[config.mk]
export PLATFORM = sky130hd
export DESIGN_NAME = sdb_bytebuf
export DESIGN_NICKNAME = d
export VERILOG_FILES = /design/src/rtl/sdb_pkg.sv /design/src/rtl/sdb_bitcnt.sv /design/src/rtl/sdb_rx_asm.sv /design/src/rtl/sdb_tx_ser.sv /design/src/rtl/sdb_bytebuf.sv
export SDC_FILE = /design/constraint.sdc
export NUM_CORES = 1
export LEC_CHECK = 0
export BUFFER_PORTS_ARGS = -buffer_cell sky130_fd_sc_hd__buf_2
export CAP_MARGIN = 20
export CORE_MARGIN = 3
export CORE_UTILIZATION = 56
export DETAILED_ROUTE_END_ITERATION = 12
export MAX_ROUTING_LAYER = met4
export PLACE_DENSITY = 0.79
export SYNTH_ARGS = -nofsm -noshare
export SYNTH_HDL_FRONTEND = slang
export SYNTH_SLANG_ARGS = --single-unit
[constraint.sdc]
create_clock -name clk -period 2.7 [get_ports clk]
set_clock_uncertainty 0.2 [all_clocks]
set_input_delay 0.135 -clock clk [delete_from_list [all_inputs] [get_ports clk]]
set_output_delay 0.135 -clock clk [all_outputs]
set_load 0.01 [all_outputs]
[src/rtl/sdb_pkg.sv]
`timescale 1ns/1ps
package sdb_pkg;
    typedef enum logic [2:0] {
        ST_IDLE     = 3'd0,
        ST_RX_RUN   = 3'd1,
        ST_RX_FLUSH = 3'd2,
        ST_TX_START = 3'd3,
        ST_TX_SHIFT = 3'd4,
        ST_HALT     = 3'd5
    } sdb_state_e;
endpackage

[src/rtl/sdb_bitcnt.sv]
`timescale 1ns/1ps
module sdb_bitcnt #(
    parameter int unsigned COUNT = 8,
    localparam int unsigned CW = (COUNT > 1) ? $clog2(COUNT) : 1
) (
    input  logic          clk,
    input  logic          rst_n,
    input  logic          clr,
    input  logic          inc,
    output logic [CW-1:0] cnt,
    output logic          at_last,
    output logic          is_zero
);
    assign at_last = (cnt == CW'(COUNT - 1));
    assign is_zero = (cnt == '0);

    always_ff @(posedge clk or negedge rst_n) begin
        if (!rst_n) begin
            cnt <= '0;
        end else if (clr) begin
            cnt <= '0;
        end else if (inc) begin
            cnt <= at_last ? '0 : cnt + 1'b1;
        end
    end
endmodule

[src/rtl/sdb_rx_asm.sv]
`timescale 1ns/1ps
module sdb_rx_asm #(
    parameter int unsigned W = 8,
    localparam int unsigned IW = (W > 1) ? $clog2(W) : 1
) (
    input  logic          clk,
    input  logic          rst_n,
    input  logic          clr,
    input  logic          take,
    input  logic          bit_in,
    input  logic [IW-1:0] idx,
    output logic [W-1:0]  merged
);
    logic [W-1:0] acc_q;

    for (genvar i = 0; i < W; i++) begin : g_slot
        logic hit;
        assign hit       = take && (idx == IW'(i));
        assign merged[i] = hit ? bit_in : acc_q[i];

        always_ff @(posedge clk or negedge rst_n) begin
            if (!rst_n) begin
                acc_q[i] <= 1'b0;
            end else if (clr) begin
                acc_q[i] <= 1'b0;
            end else if (hit) begin
                acc_q[i] <= bit_in;
            end
        end
    end
endmodule

[src/rtl/sdb_tx_ser.sv]
`timescale 1ns/1ps
module sdb_tx_ser #(
    parameter int unsigned W = 8
) (
    input  logic         clk,
    input  logic         rst_n,
    input  logic         load,
    input  logic [W-1:0] load_val,
    input  logic         shift,
    output logic         ser_bit
);
    logic [W-1:0] sh_q;

    assign ser_bit = sh_q[0];

    always_ff @(posedge clk or negedge rst_n) begin
        if (!rst_n) begin
            sh_q <= '0;
        end else if (load) begin
            sh_q <= load_val;
        end else if (shift) begin
            sh_q <= {1'b0, sh_q[W-1:1]};
        end
    end
endmodule

[src/rtl/sdb_bytebuf.sv]
`timescale 1ns/1ps
module sdb_bytebuf
    import sdb_pkg::*;
#(
    parameter int unsigned BYTE_W = 8
) (
    input  logic              clk,
    input  logic              rst_n,
    input  logic              pdm_en,
    input  logic              tx_mode,
    input  logic              bit_stb,
    input  logic              rx_bit,
    input  logic              energy_lost,
    input  logic              rts,
    input  logic              setup,
    input  logic              host_wr,
    input  logic [BYTE_W-1:0] host_wdata,
    input  logic              host_rd,
    input  logic              ovr_clr,
    output logic [BYTE_W-1:0] host_rdata,
    output logic              buf_avail,
    output logic              overrun,
    output logic              tx_bit,
    output logic              running
);
    localparam int unsigned CW = (BYTE_W > 1) ? $clog2(BYTE_W) : 1;

    sdb_state_e state_q, state_d;

    logic [CW-1:0]     cnt;
    logic              cnt_last, cnt_zero, cnt_clr, cnt_inc;
    logic              stop_now, stop_pend_q, stop_eff, stop_latch;
    logic              host_wr_ok, host_rd_ok;
    logic              rx_take, rx_commit, asm_clr;
    logic              tx_first_req, tx_load, tx_shift, tx_halt;
    logic              rx_overwrite, tx_repeat;
    logic [BYTE_W-1:0] rx_byte, tx_src;
    logic              ser_bit;

    assign stop_now   = !rts || setup;
    assign stop_eff   = stop_now || stop_pend_q;
    assign host_wr_ok = pdm_en && tx_mode && host_wr;
    assign host_rd_ok = pdm_en && !tx_mode && host_rd;

    // state register
    always_ff @(posedge clk or negedge rst_n) begin
        if (!rst_n) begin
            state_q <= ST_IDLE;
        end else begin
            state_q <= state_d;
        end
    end

    // next state
    always_comb begin
        state_d = state_q;
        unique case (state_q)
            ST_IDLE: begin
                if (tx_mode) begin
                    if (!stop_now) state_d = ST_TX_START;
                end else begin
                    if (!energy_lost) state_d = ST_RX_RUN;
                end
            end
            ST_RX_RUN: begin
                if (energy_lost) state_d = cnt_zero ? ST_HALT : ST_RX_FLUSH;
            end
            ST_RX_FLUSH: state_d = ST_HALT;
            ST_TX_START: begin
                if (stop_now)        state_d = ST_HALT;
                else if (!buf_avail) state_d = ST_TX_SHIFT;
            end
            ST_TX_SHIFT: begin
                if (bit_stb && cnt_last && stop_eff) state_d = ST_HALT;
            end
            ST_HALT: begin
                if (tx_mode ? !stop_now : !energy_lost) state_d = ST_IDLE;
            end
            default: state_d = ST_IDLE;
        endcase
        if (!pdm_en) state_d = ST_IDLE;
    end

    // outputs of the state machine
    always_comb begin
        rx_take      = 1'b0;
        rx_commit    = 1'b0;
        tx_load      = 1'b0;
        tx_shift     = 1'b0;
        stop_latch   = 1'b0;
        cnt_clr      = 1'b0;
        tx_first_req = 1'b0;
        tx_halt      = 1'b0;
        unique case (state_q)
            ST_IDLE: begin
                cnt_clr      = 1'b1;
                tx_first_req = pdm_en && (state_d == ST_TX_START);
            end
            ST_RX_RUN: begin
                rx_take   = pdm_en && bit_stb && !energy_lost;
                rx_commit = rx_take && cnt_last;
            end
            ST_RX_FLUSH: begin
                rx_commit = pdm_en;
                cnt_clr   = 1'b1;
            end
            ST_TX_START: begin
                tx_load = pdm_en && !buf_avail && !stop_now;
                cnt_clr = 1'b1;
                tx_halt = pdm_en && stop_now;
            end
            ST_TX_SHIFT: begin
                tx_shift   = pdm_en && bit_stb;
                stop_latch = stop_now;
                tx_load    = tx_shift && cnt_last && !stop_eff;
                tx_halt    = tx_shift && cnt_last && stop_eff;
            end
            ST_HALT: cnt_clr = 1'b1;
            default: cnt_clr = 1'b1;
        endcase
    end

    assign cnt_inc      = rx_take || tx_shift;
    assign asm_clr      = rx_commit || (state_q == ST_IDLE);
    assign tx_src       = host_wr_ok ? host_wdata : host_rdata;
    assign rx_overwrite = rx_commit && buf_avail && !host_rd_ok;
    assign tx_repeat    = tx_load && (state_q == ST_TX_SHIFT) && buf_avail && !host_wr_ok;

    sdb_bitcnt #(.COUNT(BYTE_W)) u_cnt (
        .clk     (clk),
        .rst_n   (rst_n),
        .clr     (cnt_clr),
        .inc     (cnt_inc),
        .cnt     (cnt),
        .at_last (cnt_last),
        .is_zero (cnt_zero)
    );

    sdb_rx_asm #(.W(BYTE_W)) u_rx (
        .clk    (clk),
        .rst_n  (rst_n),
        .clr    (asm_clr),
        .take   (rx_take),
        .bit_in (rx_bit),
        .idx    (cnt),
        .merged (rx_byte)
    );

    sdb_tx_ser #(.W(BYTE_W)) u_tx (
        .clk      (clk),
        .rst_n    (rst_n),
        .load     (tx_load),
        .load_val (tx_src),
        .shift    (tx_shift),
        .ser_bit  (ser_bit)
    );

    // pending stop seen during the current transmit byte
    always_ff @(posedge clk or negedge rst_n) begin
        if (!rst_n) begin
            stop_pend_q <= 1'b0;
        end else if (state_q != ST_TX_SHIFT) begin
            stop_pend_q <= 1'b0;
        end else if (stop_latch) begin
            stop_pend_q <= 1'b1;
        end
    end

    // data register
    always_ff @(posedge clk or negedge rst_n) begin
        if (!rst_n) begin
            host_rdata <= '0;
        end else if (rx_commit) begin
            host_rdata <= rx_byte;
        end else if (host_wr_ok) begin
            host_rdata <= host_wdata;
        end
    end

    // buffer-available flag: setting wins over clearing
    always_ff @(posedge clk or negedge rst_n) begin
        if (!rst_n) begin
            buf_avail <= 1'b0;
        end else if (rx_commit || tx_load || tx_first_req) begin
            buf_avail <= 1'b1;
        end else if (tx_halt || host_rd_ok || host_wr_ok) begin
            buf_avail <= 1'b0;
        end
    end

    // sticky overrun status
    always_ff @(posedge clk or negedge rst_n) begin
        if (!rst_n) begin
            overrun <= 1'b0;
        end else if (rx_overwrite || tx_repeat) begin
            overrun <= 1'b1;
        end else if (ovr_clr) begin
            overrun <= 1'b0;
        end
    end

    assign tx_bit  = (state_q == ST_TX_SHIFT) ? ser_bit : 1'b1;
    assign running = (state_q != ST_IDLE) && (state_q != ST_HALT);
endmodule

# Word-level counts from Yosys, hierarchy flattened
# Cells that the tools add are included.
# op_classes
reduce_logical,55
addsub,1
n_eq_ne,16
muxes,49
# ops
op,count
$mux W3,13
$mux W8,4
$logic_and A1 B1 Y1,30
$mux W1,28
$eq A3 B3 Y1 const B,6
$pmux W3 S6,1
$eq A3 B2 Y1 const B,5
$logic_or A1 B1 Y1,9
$logic_not A1 Y1,8
$reduce_bool A2 Y1,4
$eq A3 B1 Y1 const B,2
$logic_not A3 Y1,2
$ne A3 B3 Y1 const B,2
$pmux W1 S2,3
$add A3 B1 Y3 const B,1
$reduce_bool A3 Y1,1
$ne A2 B1 Y1 const B,1
$reduce_or A2 Y1,1
# totals
elab_cells,136
ff_bits,33

# Depth between registers and ports, before layout
# Gate-level depths: netlist (run 1).
# logic_depth
depth_word,12
depth_mapped,6
ltp_nobuf,6

# By module
# Synthesis (run 1) repeated with hierarchy kept, for this count alone.
# unflattened
hier_cells,185
area_unflattened_um2,2068.2
# by_module_without_submodules
module,n_inst,cells_each,area_per_inst_um2
sdb_bytebuf,1,93,1007.2
sdb_rx_asm,1,42,515.5
sdb_tx_ser,1,34,369.1
sdb_bitcnt,1,16,176.4

# Worst setup path after synthesis (run 1)
# Ideal clock, no wire load.
# synth_timing
kind,register -> register
from,register u_cnt.cnt[0]
to,register buf_avail
t_required_ns,2.369
path_stages_with_launch,7
arrival_ns,1.796
period_less_slack_ns,2.128
setup_slack_ns,0.572
path_cell_list,dfrtp_1 -> ha_1 -> ha_1 -> and4b_1 -> a2bb2oi_2 -> nor2_1 -> or3_1
# synth_via
elab_chain_len,11
elab_cells_between_ends,25
classes_between,eq/ne: 2; mux: 10; reduce/logical: 13
# synth_rtl
item,line,text
"start, declared",sdb_bitcnt.sv:10,"output logic [CW-1:0] cnt,"
"start signal, assigned",sdb_bitcnt.sv:23,cnt <= at_last ? '0 : cnt + 1'b1;
$eq A3 B3 Y1,sdb_bitcnt.sv:14,assign at_last = (cnt == CW'(COUNT - 1));
$logic_and A1 B1 Y1 (2 in a row),sdb_bytebuf.sv:74,if (bit_stb && cnt_last && stop_eff) state_d = ST_HALT;
$mux W3,sdb_bytebuf.sv:74,
$pmux W3 S6,sdb_bytebuf.sv:57,unique case (state_q)
$mux W3,sdb_bytebuf.sv:81,if (!pdm_en) state_d = ST_IDLE;
$eq A3 B2 Y1,sdb_bytebuf.sv:97,tx_first_req = pdm_en && (state_d == ST_TX_START);
$logic_and A1 B1 Y1,sdb_bytebuf.sv:97,
$mux W1,sdb_bytebuf.sv:94,unique case (state_q)
$logic_or A1 B1 Y1,sdb_bytebuf.sv:184,end else if (rx_commit || tx_load || tx_first_req) begin
$mux W1 or $reduce_bool A2 Y1 (tied branches),n/a,
"end signal, assigned",sdb_bytebuf.sv:183,buf_avail <= 1'b0;
"end signal, assigned",sdb_bytebuf.sv:185,buf_avail <= 1'b1;
"end signal, assigned",sdb_bytebuf.sv:187,buf_avail <= 1'b0;
"end, declared",sdb_bytebuf.sv:21,"output logic buf_avail,"
# Several ways; a longest one is shown, not always the timed one.
# A chain may end at the register's enable or synchronous reset.

# Worst setup path after layout (run 1)
# Ends and elaborated chain as after synthesis.

==> results of run 1 <==
-- cell usage in the layout (no fill, tap or decap), types with 2 or more instances in the layout --
cell type                       netlist  final
sky130_fd_sc_hd__a21oi_1              4      4
sky130_fd_sc_hd__mux2i_1             24     24
sky130_fd_sc_hd__buf_2                3     31
sky130_fd_sc_hd__nand3_1              7      7
sky130_fd_sc_hd__nor3_1              11     11
sky130_fd_sc_hd__a221o_1              7      7
sky130_fd_sc_hd__dfrtp_1             33     33
sky130_fd_sc_hd__nand3b_1             3      3
sky130_fd_sc_hd__inv_1                9      9
sky130_fd_sc_hd__o31ai_1              2      2
sky130_fd_sc_hd__nand4_1              5      5
sky130_fd_sc_hd__clkbuf_4             0      5
sky130_fd_sc_hd__nand3_4              2      2
sky130_fd_sc_hd__nor3b_1              2      2
sky130_fd_sc_hd__ha_1                 6      6
sky130_fd_sc_hd__nand2b_1             4      4
sky130_fd_sc_hd__o21ai_0              4      4
sky130_fd_sc_hd__dlygate4sd3_1        0     13
sky130_fd_sc_hd__nand2b_4             2      2
sky130_fd_sc_hd__nor2_1              14     14
sky130_fd_sc_hd__nand2_1              3      3
-- timing repair --
item	4_1_cts	5_1_grt
resized for setup	0	0
setup buffers	0	0
hold buffers	13	0
endpoints found under the hold margin	45	0
-- synthesized netlist by cell type (all sizes together), types with 4 or more instances --
cell type / count
a21oi: 4
buf: 7
dfrtp: 33
nand3: 9
nand2: 4
nand4: 5
o21ai: 4
nand3b: 4
mux2i: 24
nor3: 11
nand2b: 6
nor2: 14
inv: 9
a221o: 7
ha: 6
-- worst max-delay path: stages, from the launching register on --
cell and delay, ns:
sky130_fd_sc_hd__dfrtp_1 0.44, sky130_fd_sc_hd__ha_1 0.25, sky130_fd_sc_hd__ha_1 0.31, sky130_fd_sc_hd__and4b_1 0.27, sky130_fd_sc_hd__a2bb2oi_2 0.37, sky130_fd_sc_hd__nor2_1 0.10
sky130_fd_sc_hd__or3_1 0.35
-- how the worst min path moves through the flow --
stage	startpoint	to	slack, ns	depth (start not counted)
6_report	rts	stop_pend_q	0.06	3
2_1_floorplan	rst_n	buf_avail	-0.36	0
3_5_place_dp	rst_n	overrun	0.03	1
5_1_grt	tx_mode	overrun	0.08	3
4_1_cts	rts	stop_pend_q	0.06	3
3_3_place_gp	rst_n	state_q[0]	0.03	1
-- metal layers --
layer	vias to the layer above	global-route usage (%)	routed length, um
met5	-	-	0
met4	0	8.03	93
met3	10	5.20	269
met2	55	39.8	2350
met1	788	29.1	1900
li1	749	-	-
-- cell type report --
type	count	area share (%)
Inverter	9	1.46
Sequential cell	33	35.7
Clock inverter	1	1.30
Tap cell	44	2.38
Timing Repair Buffer	45	12.6
Clock buffer	7	2.38
Multi-Input combinational cell	127	44.2
-- flip-flops by register name, indices dropped and copies added, names as in the netlist --
| signal | flops |
|---|---|
| host_rdata | 8 |
| u_rx.acc_q | 8 |
| u_tx.sh_q | 8 |
| state_q | 3 |
| u_cnt.cnt | 3 |
| buf_avail | 1 |
| overrun | 1 |
| stop_pend_q | 1 |
-- power breakdown --
part / internal, mW / leakage [nW] / switching (mW)
Combinational: 0.130 / 0.611 / 0.157
Sequential: 0.538 / 0.441 / 0.0464
Clock: 0.221 / 0.0455 / 0.171
-- logic make-up (layout without fill, tap and decap cells) --
kind of cell               count (synthesis)  after routing
adders and majority gates                  6              6
DFF                                       33             33
AOI/OAI and AO/OA                         32             32
and+or+nand+nor                           63             63
muxes                                     25             25
xor gates and xnor gates                   1              1
buffers and inverters                     18             62
==> results.txt, run 1 <==
----------------------------------------------------
[Final layout]
  Antenna cell count ... 0
  Summed area of non-filler cells in the final layout ... 2320 um2
  Non-filler cells in the finished layout ... 266
  Area of the multi-input gates ... 1020 um2
  Number of nets in the final layout ... 247
  Layout cell share with drive strength beyond 1 ... 23.9%
  Area overhead of the layout relative to synthesis ... 18.6%
  Share of the core filled with cells in the final layout ... 72.9%
  Sequential cell area in the final layout ... 826 um2
  Filler instances ... 238

[Die]
  Number of placement rows ... 20
  Ports placed on the boundary ... 32
  CORE AREA ... 3180 um2
  Die Height ... 65.1 um
  Total Die Area ... 4230 um2
  Starting density of the core ... 61.5%
  Die X-Extent ... 65.1 um

[Detailed routing]
  Number of nets with antenna violations after routing ... 0
  Routed wire per std cell ... 17.3 um
  Drt pass-1 iters ... 4
  Number of DRC markers in iteration 0 ... 153
  Total Wirelength ... 4620 um
  Vias after detailed routing ... 1602
  Via density per instance ... 6.02
  Number of remaining DRC errors ... 0

[Yosys]
  Number of enable-type register cells in the synthesized netlist ... 0
  Post-synthesis adder-cell area fraction ... 3.84%
  Synthesized-area fraction occupied by and/or/nand/nor cells ... 21.3%
  Largest family of logic cells by synthesized area ... simple AND/OR/NAND/NOR gates
  Synth Register Bits ... 33
  Mapped Area ... 1950 um2
  Per-instance average area after synthesis ... 11.0 um2
  Warning count from the yosys run ... 0
  Most used DFF post-synth ... sky130_fd_sc_hd__dfrtp_1
  Synth Net Count ... 204
  Proportion of netlist area held by the largest area contributor ... 42.3%
  Sequential share of the synthesized area ... 42.3%
  Post-synthesis share of cell area spent on xor and xnor gates ... 0.448%
  Largest area contributor in the netlist ... sky130_fd_sc_hd__dfrtp_1
  Area contributors post-synth ... sky130_fd_sc_hd__dfrtp_1, sky130_fd_sc_hd__mux2i_1, sky130_fd_sc_hd__ha_1, sky130_fd_sc_hd__a221o_1, sky130_fd_sc_hd__nor3_1
  Post-Synthesis Cells ... 178
  Multiplexer area fraction after synthesis ... 12.9%
  Synth Area in Compound Gates ... 14.0%
  Yosys cell types ... 50
  Proportion of register bits with asynchronous set or reset after synthesis ... 100%

[Timing]
  Slew @ Worst Pin ... 0.713 ns
  Achievable frequency ... 0.422 GHz
  Final number of setup-violating endpoints ... 0
  Final-layout setup total negative slack ... 0 ns
  Least setup slack across all paths after layout ... 0.330 ns
  Final critical-path share of the clock period ... 87.8%
  Final number of max-transition violations ... 0
  Number of failing hold endpoints at the final stage ... 0
  Final period demand of the worst path ... 2.37 ns
  Max transition margin ... 52.5%
  Setup repair after global routing missed its margin ... no
  Hold slack ... 0.0563 ns

[Worst setup path]
  Endpoint arrival time on the critical path ... 2.41 ns
  Startpoint of the most critical register-to-register path ... u_cnt.cnt[0]
  Crit end category ... flop
  Worst setup path start ... u_cnt.cnt[0]
  Length in cells of the worst reg-to-reg path ... 6
  Flop-to-flop setup slack ... 0.33 ns
  RR Endpoint ... buf_avail
  Type of the worst setup path ... reg -> reg
  Crit Path Max Fanout ... 9
  Data required, critical path ... 2.74 ns
  Kind of start point of the critical path ... flop
  Capturing instance or port of the critical path ... buf_avail

[Global route]
  Total routing usage reported by global routing ... 24.0%
  Global route total overflow ... 0
  Largest net degree at the start of global routing ... 34
  Antenna violations before repair ... 0
  Wire length of the first global-routing pass ... 7530 um
  Vias in the first global route ... 1580

[Power and ir drop]
  Worst ir drop on vdd ... 0.449 mV
  Reported leakage power ... 1.10 nW
  Total power per unit cell area ... 545 nW/um2
  Total power of the final layout ... 1.26 mW

[Placed design]
  Instance count after placement with tap cells included ... 245
  Pre-CTS worst setup slack ... 0.373 ns
  Half-perimeter wire length of the detailed placement result ... 3120 um
  Number of buffer cells added on primary ports ... 31
  Gp weighted congestion ... 0.802
  Post-placement cell area ... 2100 um2

[CTS]
  Clk_lat worst skew ... 0.35 ns
  Clock tree from TritonCTS ... yes
  Clock slew seen by the registers of the worst setup and hold paths ... 0.11 ns
  Number of clock sinks seen by CTS ... 33
  Maximum root-to-sink buffer count ... 2
  Clk root buf ... sky130_fd_sc_hd__clkbuf_4
  TritonCTS buffer count ... 5
  H-tree level count ... 2

[Min path]
  Tightest Hold Check Type ... in -> reg

[Run status]
  Run status ... completed

[Flow run]
  Max-capacitance violation count ... 0

----------------------------------------------------
No activity file was read; power rests on OpenSTA's default activity.
==> run 2: changes to the inputs <==
--- a/config.mk
+++ b/config.mk
@@ -9,6 +9,7 @@
 export CAP_MARGIN = 20
 export CORE_MARGIN = 3
 export CORE_UTILIZATION = 56
+export CTS_BUF_LIST = sky130_fd_sc_hd__clkbuf_16
 export DETAILED_ROUTE_END_ITERATION = 12
 export MAX_ROUTING_LAYER = met4
 export PLACE_DENSITY = 0.79
==> run 2 against run 1 <==
Effect of this change: the run now ends with negative hold slack left; combinational power is 4% lower; clock-buffer cell count is 2 lower; total power is 18% higher; final area is 0.11% lower; largest power group is now clock.
==> results.txt, run 2 (synthesized netlist as in run 1, its figures left out) <==
----------------------------------------------------
[Power and ir drop]
  Register share of total power ... 39.3%
  Reported leakage power ... 1.10 nW
  Comb pwr share ... 18.5%
  Switching power ... 0.397 mW
  Total power of the final layout ... 1.49 mW
  Fraction of power spent switching nets ... 26.7%
  Worst ir drop on vdd ... 0.503 mV
  Clock group share of total power ... 42.2%
  Total power per unit cell area ... 643 nW/um2
  Cell-internal power ... 1.09 mW

[Timing]
  Setup repair after global routing missed its margin ... no
  Final critical-path share of the clock period ... 87.8%
  Final number of setup-violating endpoints ... 0
  Achievable frequency ... 0.422 GHz
  Max transition margin ... 50.5%
  Hold slack ... -0.00168 ns
  Number of failing hold endpoints at the final stage ... 1
  Final period demand of the worst path ... 2.37 ns
  Final-layout setup total negative slack ... 0 ns
  Slew @ Worst Pin ... 0.742 ns
  Final number of max-transition violations ... 0

[Flow run]
  Max-capacitance violation count ... 0

[Worst setup path]
  Type of the worst setup path ... reg -> reg
  Crit end category ... flop
  Crit Path Max Fanout ... 9
  Endpoint arrival time on the critical path ... 2.33 ns
  Data required, critical path ... 2.66 ns
  Kind of start point of the critical path ... flop
  Length in cells of the worst reg-to-reg path ... 6

[CTS]
  Number of clock sinks seen by CTS ... 33
  H-tree level count ... 2
  Maximum root-to-sink buffer count ... 2
  Clock slew seen by the registers of the worst setup and hold paths ... 0.05 ns
  Clk_lat worst skew ... 0.28 ns
  Clock tree from TritonCTS ... yes
  Count of instances resized after the clock tree is built ... 0
  TritonCTS buffer count ... 5
  Clk root buf ... sky130_fd_sc_hd__clkbuf_16

[Global route]
  Wire length of the first global-routing pass ... 7470 um
  Antenna violations before repair ... 0
  Global route total overflow ... 0
  Largest net degree at the start of global routing ... 34
  Vias in the first global route ... 1548
  Total routing usage reported by global routing ... 23.9%

[Min path]
  Tightest Hold Check Type ... in -> reg
  Worst Hold Depth ... 3

[Placed design]
  Instance count after placement with tap cells included ... 245
  Number of buffer cells added on primary ports ... 31
  Half-perimeter wire length of the detailed placement result ... 3120 um
  Gp weighted congestion ... 0.802

[Die]
  Ports placed on the boundary ... 32
  CORE AREA ... 3180 um2
  Die X-Extent ... 65.1 um
  Number of placement rows ... 20
  Die Height ... 65.1 um
  Starting density of the core ... 61.5%
  Total Die Area ... 4230 um2

[Detailed routing]
  Vias after detailed routing ... 1571
  Total Wirelength ... 4490 um
  Number of nets with antenna violations after routing ... 0
  Routed wire per std cell ... 17.4 um
  Via density per instance ... 6.09
  Number of remaining DRC errors ... 0
  Number of DRC markers in iteration 0 ... 169
  Drt pass-1 iters ... 4

[Final layout]
  Leading cell type in the layout, fill and taps excluded ... sky130_fd_sc_hd__dfrtp_1
  Area overhead of the layout relative to synthesis ... 18.4%
  Number of nets in the final layout ... 239
  Antenna cell count ... 0
  Most frequent cells in the layout ... sky130_fd_sc_hd__dfrtp_1, sky130_fd_sc_hd__buf_2, sky130_fd_sc_hd__mux2i_1
  Layout cell share with drive strength beyond 1 ... 24.3%
  Largest regs ... host_rdata (8), u_rx.acc_q (8), u_tx.sh_q (8)
  Non-filler cells in the finished layout ... 258

[Run status]
  Run status ... finished, violations left
  Violated checks ... negative hold slack

----------------------------------------------------
-- run 2: changes by cell type in the layout (fill, tap and decap cells not counted), sizes merged --
cell,before,now
clkinv,0,1
dlygate4sd3,13,5
clkbuf,7,5
inv,9,10
-- run 2: final timing paths --
path	from	end	slack, ns
max	u_cnt.cnt[0]	buf_avail	0.33
min	host_wdata[2]	host_rdata[2]	-0.002
max reg2reg	u_cnt.cnt[0]	buf_avail	0.33
min reg2reg	u_rx.acc_q[7]	u_rx.acc_q[7]	0.29
max in group asynchronous	rst_n	host_rdata[5]	1.56
min in group asynchronous	rst_n	overrun	0.26
-- run 2: through the flow --
stage                     hold WS (ns)  util (%)  worst slack [ns]  instance area, um2
after floorplan                 -0.361         -             0.572                1950
after global placement          0.0253      66.1             0.453                2100
after detailed placement        0.0290      66.1             0.373                2100
after CTS                    0.0000515      72.8             0.339                2310
after global routing           0.00657      72.8             0.225                2310
final                         -0.00168      72.8             0.329                2310
-- run 2: timing repair --
item | in CTS | in global routing
setup buffers | 0 | 0
endpoints found under the hold margin | 37 | 0
hold buffers | 5 | 0
-- run 2: critical path: stages (launching register included) --
cell and delay (ns):
sky130_fd_sc_hd__dfrtp_1 0.42, sky130_fd_sc_hd__ha_1 0.25, sky130_fd_sc_hd__ha_1 0.30, sky130_fd_sc_hd__and4b_1 0.27
sky130_fd_sc_hd__a2bb2oi_2 0.36, sky130_fd_sc_hd__nor2_1 0.10, sky130_fd_sc_hd__or3_1 0.35
-- run 2: routing by layer --
| layer | part of all wire (%) | track usage [%] | vias up |
|---|---|---|---|
| met2 | 49 | 38.3 | 52 |
| li1 | - | - | 737 |
| met4 | 1.3 | 7.51 | 0 |
| met5 | 0 | - | - |
| met1 | 43 | 29.3 | 775 |
| met3 | 6.6 | 6.76 | 7 |
-- run 2: power by group through the flow --
| stage | sequential, mW | clock, mW | combinational, mW |
|---|---|---|---|
| finish | 0.585 | 0.627 | 0.275 |
| global route | 0.591 | 0.655 | 0.301 |
| CTS | 0.584 | 0.635 | 0.274 |
| detailed placement | 0.591 | 0 | 0.266 |
| global placement | 0.588 | 0 | 0.260 |
| floorplan | 0.592 | 0 | 0.169 |
-- run 2: final cells by class --
type                            count  area [um2]
Inverter                            9        33.8
Multi-Input combinational cell    127        1020
Timing Repair Buffer               37         213
Fill cell                         231         865
Clock inverter                      3        37.5
Tap cell                           44        55.1
Clock buffer                        5         125
Sequential cell                    33         826
==> run 3: changes to the inputs <==
--- a/config.mk
+++ b/config.mk
@@ -8,11 +8,10 @@
 export BUFFER_PORTS_ARGS = -buffer_cell sky130_fd_sc_hd__buf_2
 export CAP_MARGIN = 20
 export CORE_MARGIN = 3
-export CORE_UTILIZATION = 56
+export CORE_UTILIZATION = 40
 export CTS_BUF_LIST = sky130_fd_sc_hd__clkbuf_16
 export DETAILED_ROUTE_END_ITERATION = 12
 export MAX_ROUTING_LAYER = met4
-export PLACE_DENSITY = 0.79
 export SYNTH_ARGS = -nofsm -noshare
 export SYNTH_HDL_FRONTEND = slang
 export SYNTH_SLANG_ARGS = --single-unit
==> run 3 against run 2 <==
Effect of this change: the flow now finishes without violations; non-clock buffer count is 3 lower; combinational power is essentially flat; routed wire length fell by 0.56%; register-to-register slack hardly changed; first-iteration DRC count decreased by 28%.
==> results.txt, run 3 (synthesized netlist as in run 1, its figures left out) <==
----------------------------------------------------
[Detailed routing]
  Via density per instance ... 5.46
  Drt pass-1 iters ... 4
  Number of remaining DRC errors ... 0
  Vias after detailed routing ... 1507
  Total Wirelength ... 4470 um
  Number of DRC markers in iteration 0 ... 122
  Number of nets with antenna violations after routing ... 0
  Routed wire per std cell ... 16.2 um

[Worst setup path]
  Startpoint of the most critical register-to-register path ... u_cnt.cnt[0]
  Length in cells of the worst reg-to-reg path ... 6
  Kind of start point of the critical path ... flop
  Crit Path Max Fanout ... 9
  Type of the worst setup path ... reg -> reg
  Crit end category ... flop
  Data required, critical path ... 2.65 ns
  Worst setup path start ... u_cnt.cnt[0]
  Endpoint arrival time on the critical path ... 2.31 ns
  Flop-to-flop setup slack ... 0.33 ns
  RR Endpoint ... buf_avail
  Capturing instance or port of the critical path ... buf_avail

[Placed design]
  Gp weighted congestion ... 0.837
  Instance count after placement with tap cells included ... 265
  Number of buffer cells added on primary ports ... 31
  Half-perimeter wire length of the detailed placement result ... 3240 um
  Pre-CTS worst setup slack ... 0.354 ns

[Timing]
  Hold slack ... 0.000528 ns
  Final number of max-transition violations ... 0
  Final-layout setup total negative slack ... 0 ns
  Final period demand of the worst path ... 2.37 ns
  Max transition margin ... 31.0%
  Final number of setup-violating endpoints ... 0
  Number of failing hold endpoints at the final stage ... 0
  Least setup slack across all paths after layout ... 0.335 ns
  Setup repair after global routing missed its margin ... no
  Achievable frequency ... 0.423 GHz
  Final critical-path share of the clock period ... 87.6%
  Slew @ Worst Pin ... 1.03 ns

[Final layout]
  Leading cell type in the layout, fill and taps excluded ... sky130_fd_sc_hd__dfrtp_1
  Layout cell share with drive strength beyond 1 ... 24.2%
  Antenna cell count ... 0
  Largest regs ... host_rdata (8), u_rx.acc_q (8), u_tx.sh_q (8)
  Share of the core filled with cells in the final layout ... 51.0%
  Area overhead of the layout relative to synthesis ... 18.4%
  Most frequent cells in the layout ... sky130_fd_sc_hd__dfrtp_1, sky130_fd_sc_hd__buf_2, sky130_fd_sc_hd__mux2i_1
  Filler instances ... 422
  Number of nets in the final layout ... 236
  Non-filler cells in the finished layout ... 276

[Global route]
  Vias in the first global route ... 1579
  Antenna violations before repair ... 0
  Global route total overflow ... 0
  Largest net degree at the start of global routing ... 34
  Wire length of the first global-routing pass ... 7400 um
  Total routing usage reported by global routing ... 17.4%

[CTS]
  Number of clock sinks seen by CTS ... 33
  TritonCTS buffer count ... 5
  Clock slew seen by the registers of the worst setup and hold paths ... 0.05 ns
  Clk_lat worst skew ... 0.27 ns
  Maximum root-to-sink buffer count ... 2
  Clk root buf ... sky130_fd_sc_hd__clkbuf_16
  Count of instances resized after the clock tree is built ... 0
  Clock tree from TritonCTS ... yes
  H-tree level count ... 2

[Power and ir drop]
  Worst ir drop on vdd ... 0.371 mV
  Total power per unit cell area ... 643 nW/um2
  Reported leakage power ... 1.09 nW

[Die]
  Ports placed on the boundary ... 32
  Die Height ... 75.9 um
  Starting density of the core ... 43.1%
  Number of placement rows ... 24
  CORE AREA ... 4530 um2
  Total Die Area ... 5760 um2
  Die X-Extent ... 75.9 um

[Run status]
  Run status ... completed

[Min path]
  Tightest Hold Check Type ... in -> reg

[Flow run]
  Max-capacitance violation count ... 0

----------------------------------------------------
[run 3: stage by stage]
step	area, um2	total power, mW
3_3_place_gp	2120	0.854
6_report	2310	1.49
4_1_cts	2310	1.49
3_5_place_dp	2120	0.860
2_1_floorplan	1950	0.761
5_1_grt	2310	1.55
[run 3: where the power goes]
| group | leakage, nW | internal [mW] | switching [mW] |
|---|---|---|---|
| registers | 0.441 | 0.540 | 0.0449 |
| logic | 0.565 | 0.116 | 0.156 |
| clock network | 0.0826 | 0.428 | 0.202 |
| total | 1.09 | 1.08 | 0.403 |
[run 3: worst min path at each step]
stage | from | to | slack [ns] | cells after the start
global route | host_rd | overrun | 0.02 | 3
global placement | rst_n | state_q[0] | 0.04 | 1
detailed placement | rst_n | state_q[1] | 0.05 | 1
finish | ovr_clr | overrun | 0.0005 | 3
CTS | ovr_clr | overrun | 0.001 | 3
floorplan | rst_n | buf_avail | -0.36 | 0
[run 3: worst max-delay path, cell delays in order (launching register included)]
cell	delay [ns]
sky130_fd_sc_hd__dfrtp_1	0.43
sky130_fd_sc_hd__ha_1	0.25
sky130_fd_sc_hd__ha_1	0.29
sky130_fd_sc_hd__and4b_1	0.26
sky130_fd_sc_hd__a2bb2oi_2	0.35
sky130_fd_sc_hd__nor2_1	0.10
sky130_fd_sc_hd__or3_1	0.36
[run 3: area by class of cell]
type | instances | area, um2 | area share, %
clock buffers | 5 | 125 | 5.41
clock inverters | 3 | 37.5 | 1.62
inverters | 9 | 33.8 | 1.46
multi-input cells | 127 | 1020 | 44.3
flip-flops and latches | 33 | 826 | 35.7
well taps | 65 | 81.3 | 3.52
repair buffers | 34 | 185 | 8.01
[run 3: layer usage]
metal / part of all wire [%] / GRT usage (%) / vias to the layer above
li1: - / - / 725
met1: 46 / 22.3 / 739
met2: 48 / 27.5 / 36
met3: 4.5 / 3.56 / 7
met4: 1.3 / 5.83 / 0
met5: 0 / - / -
[run 3: timing repair]
action / 4_1_cts / 5_1_grt
setup endpoints to repair: 0 / 0
buffers inserted: 0 / 0
endpoints found under the hold margin: 35 / 0
hold buffers: 3 / 0
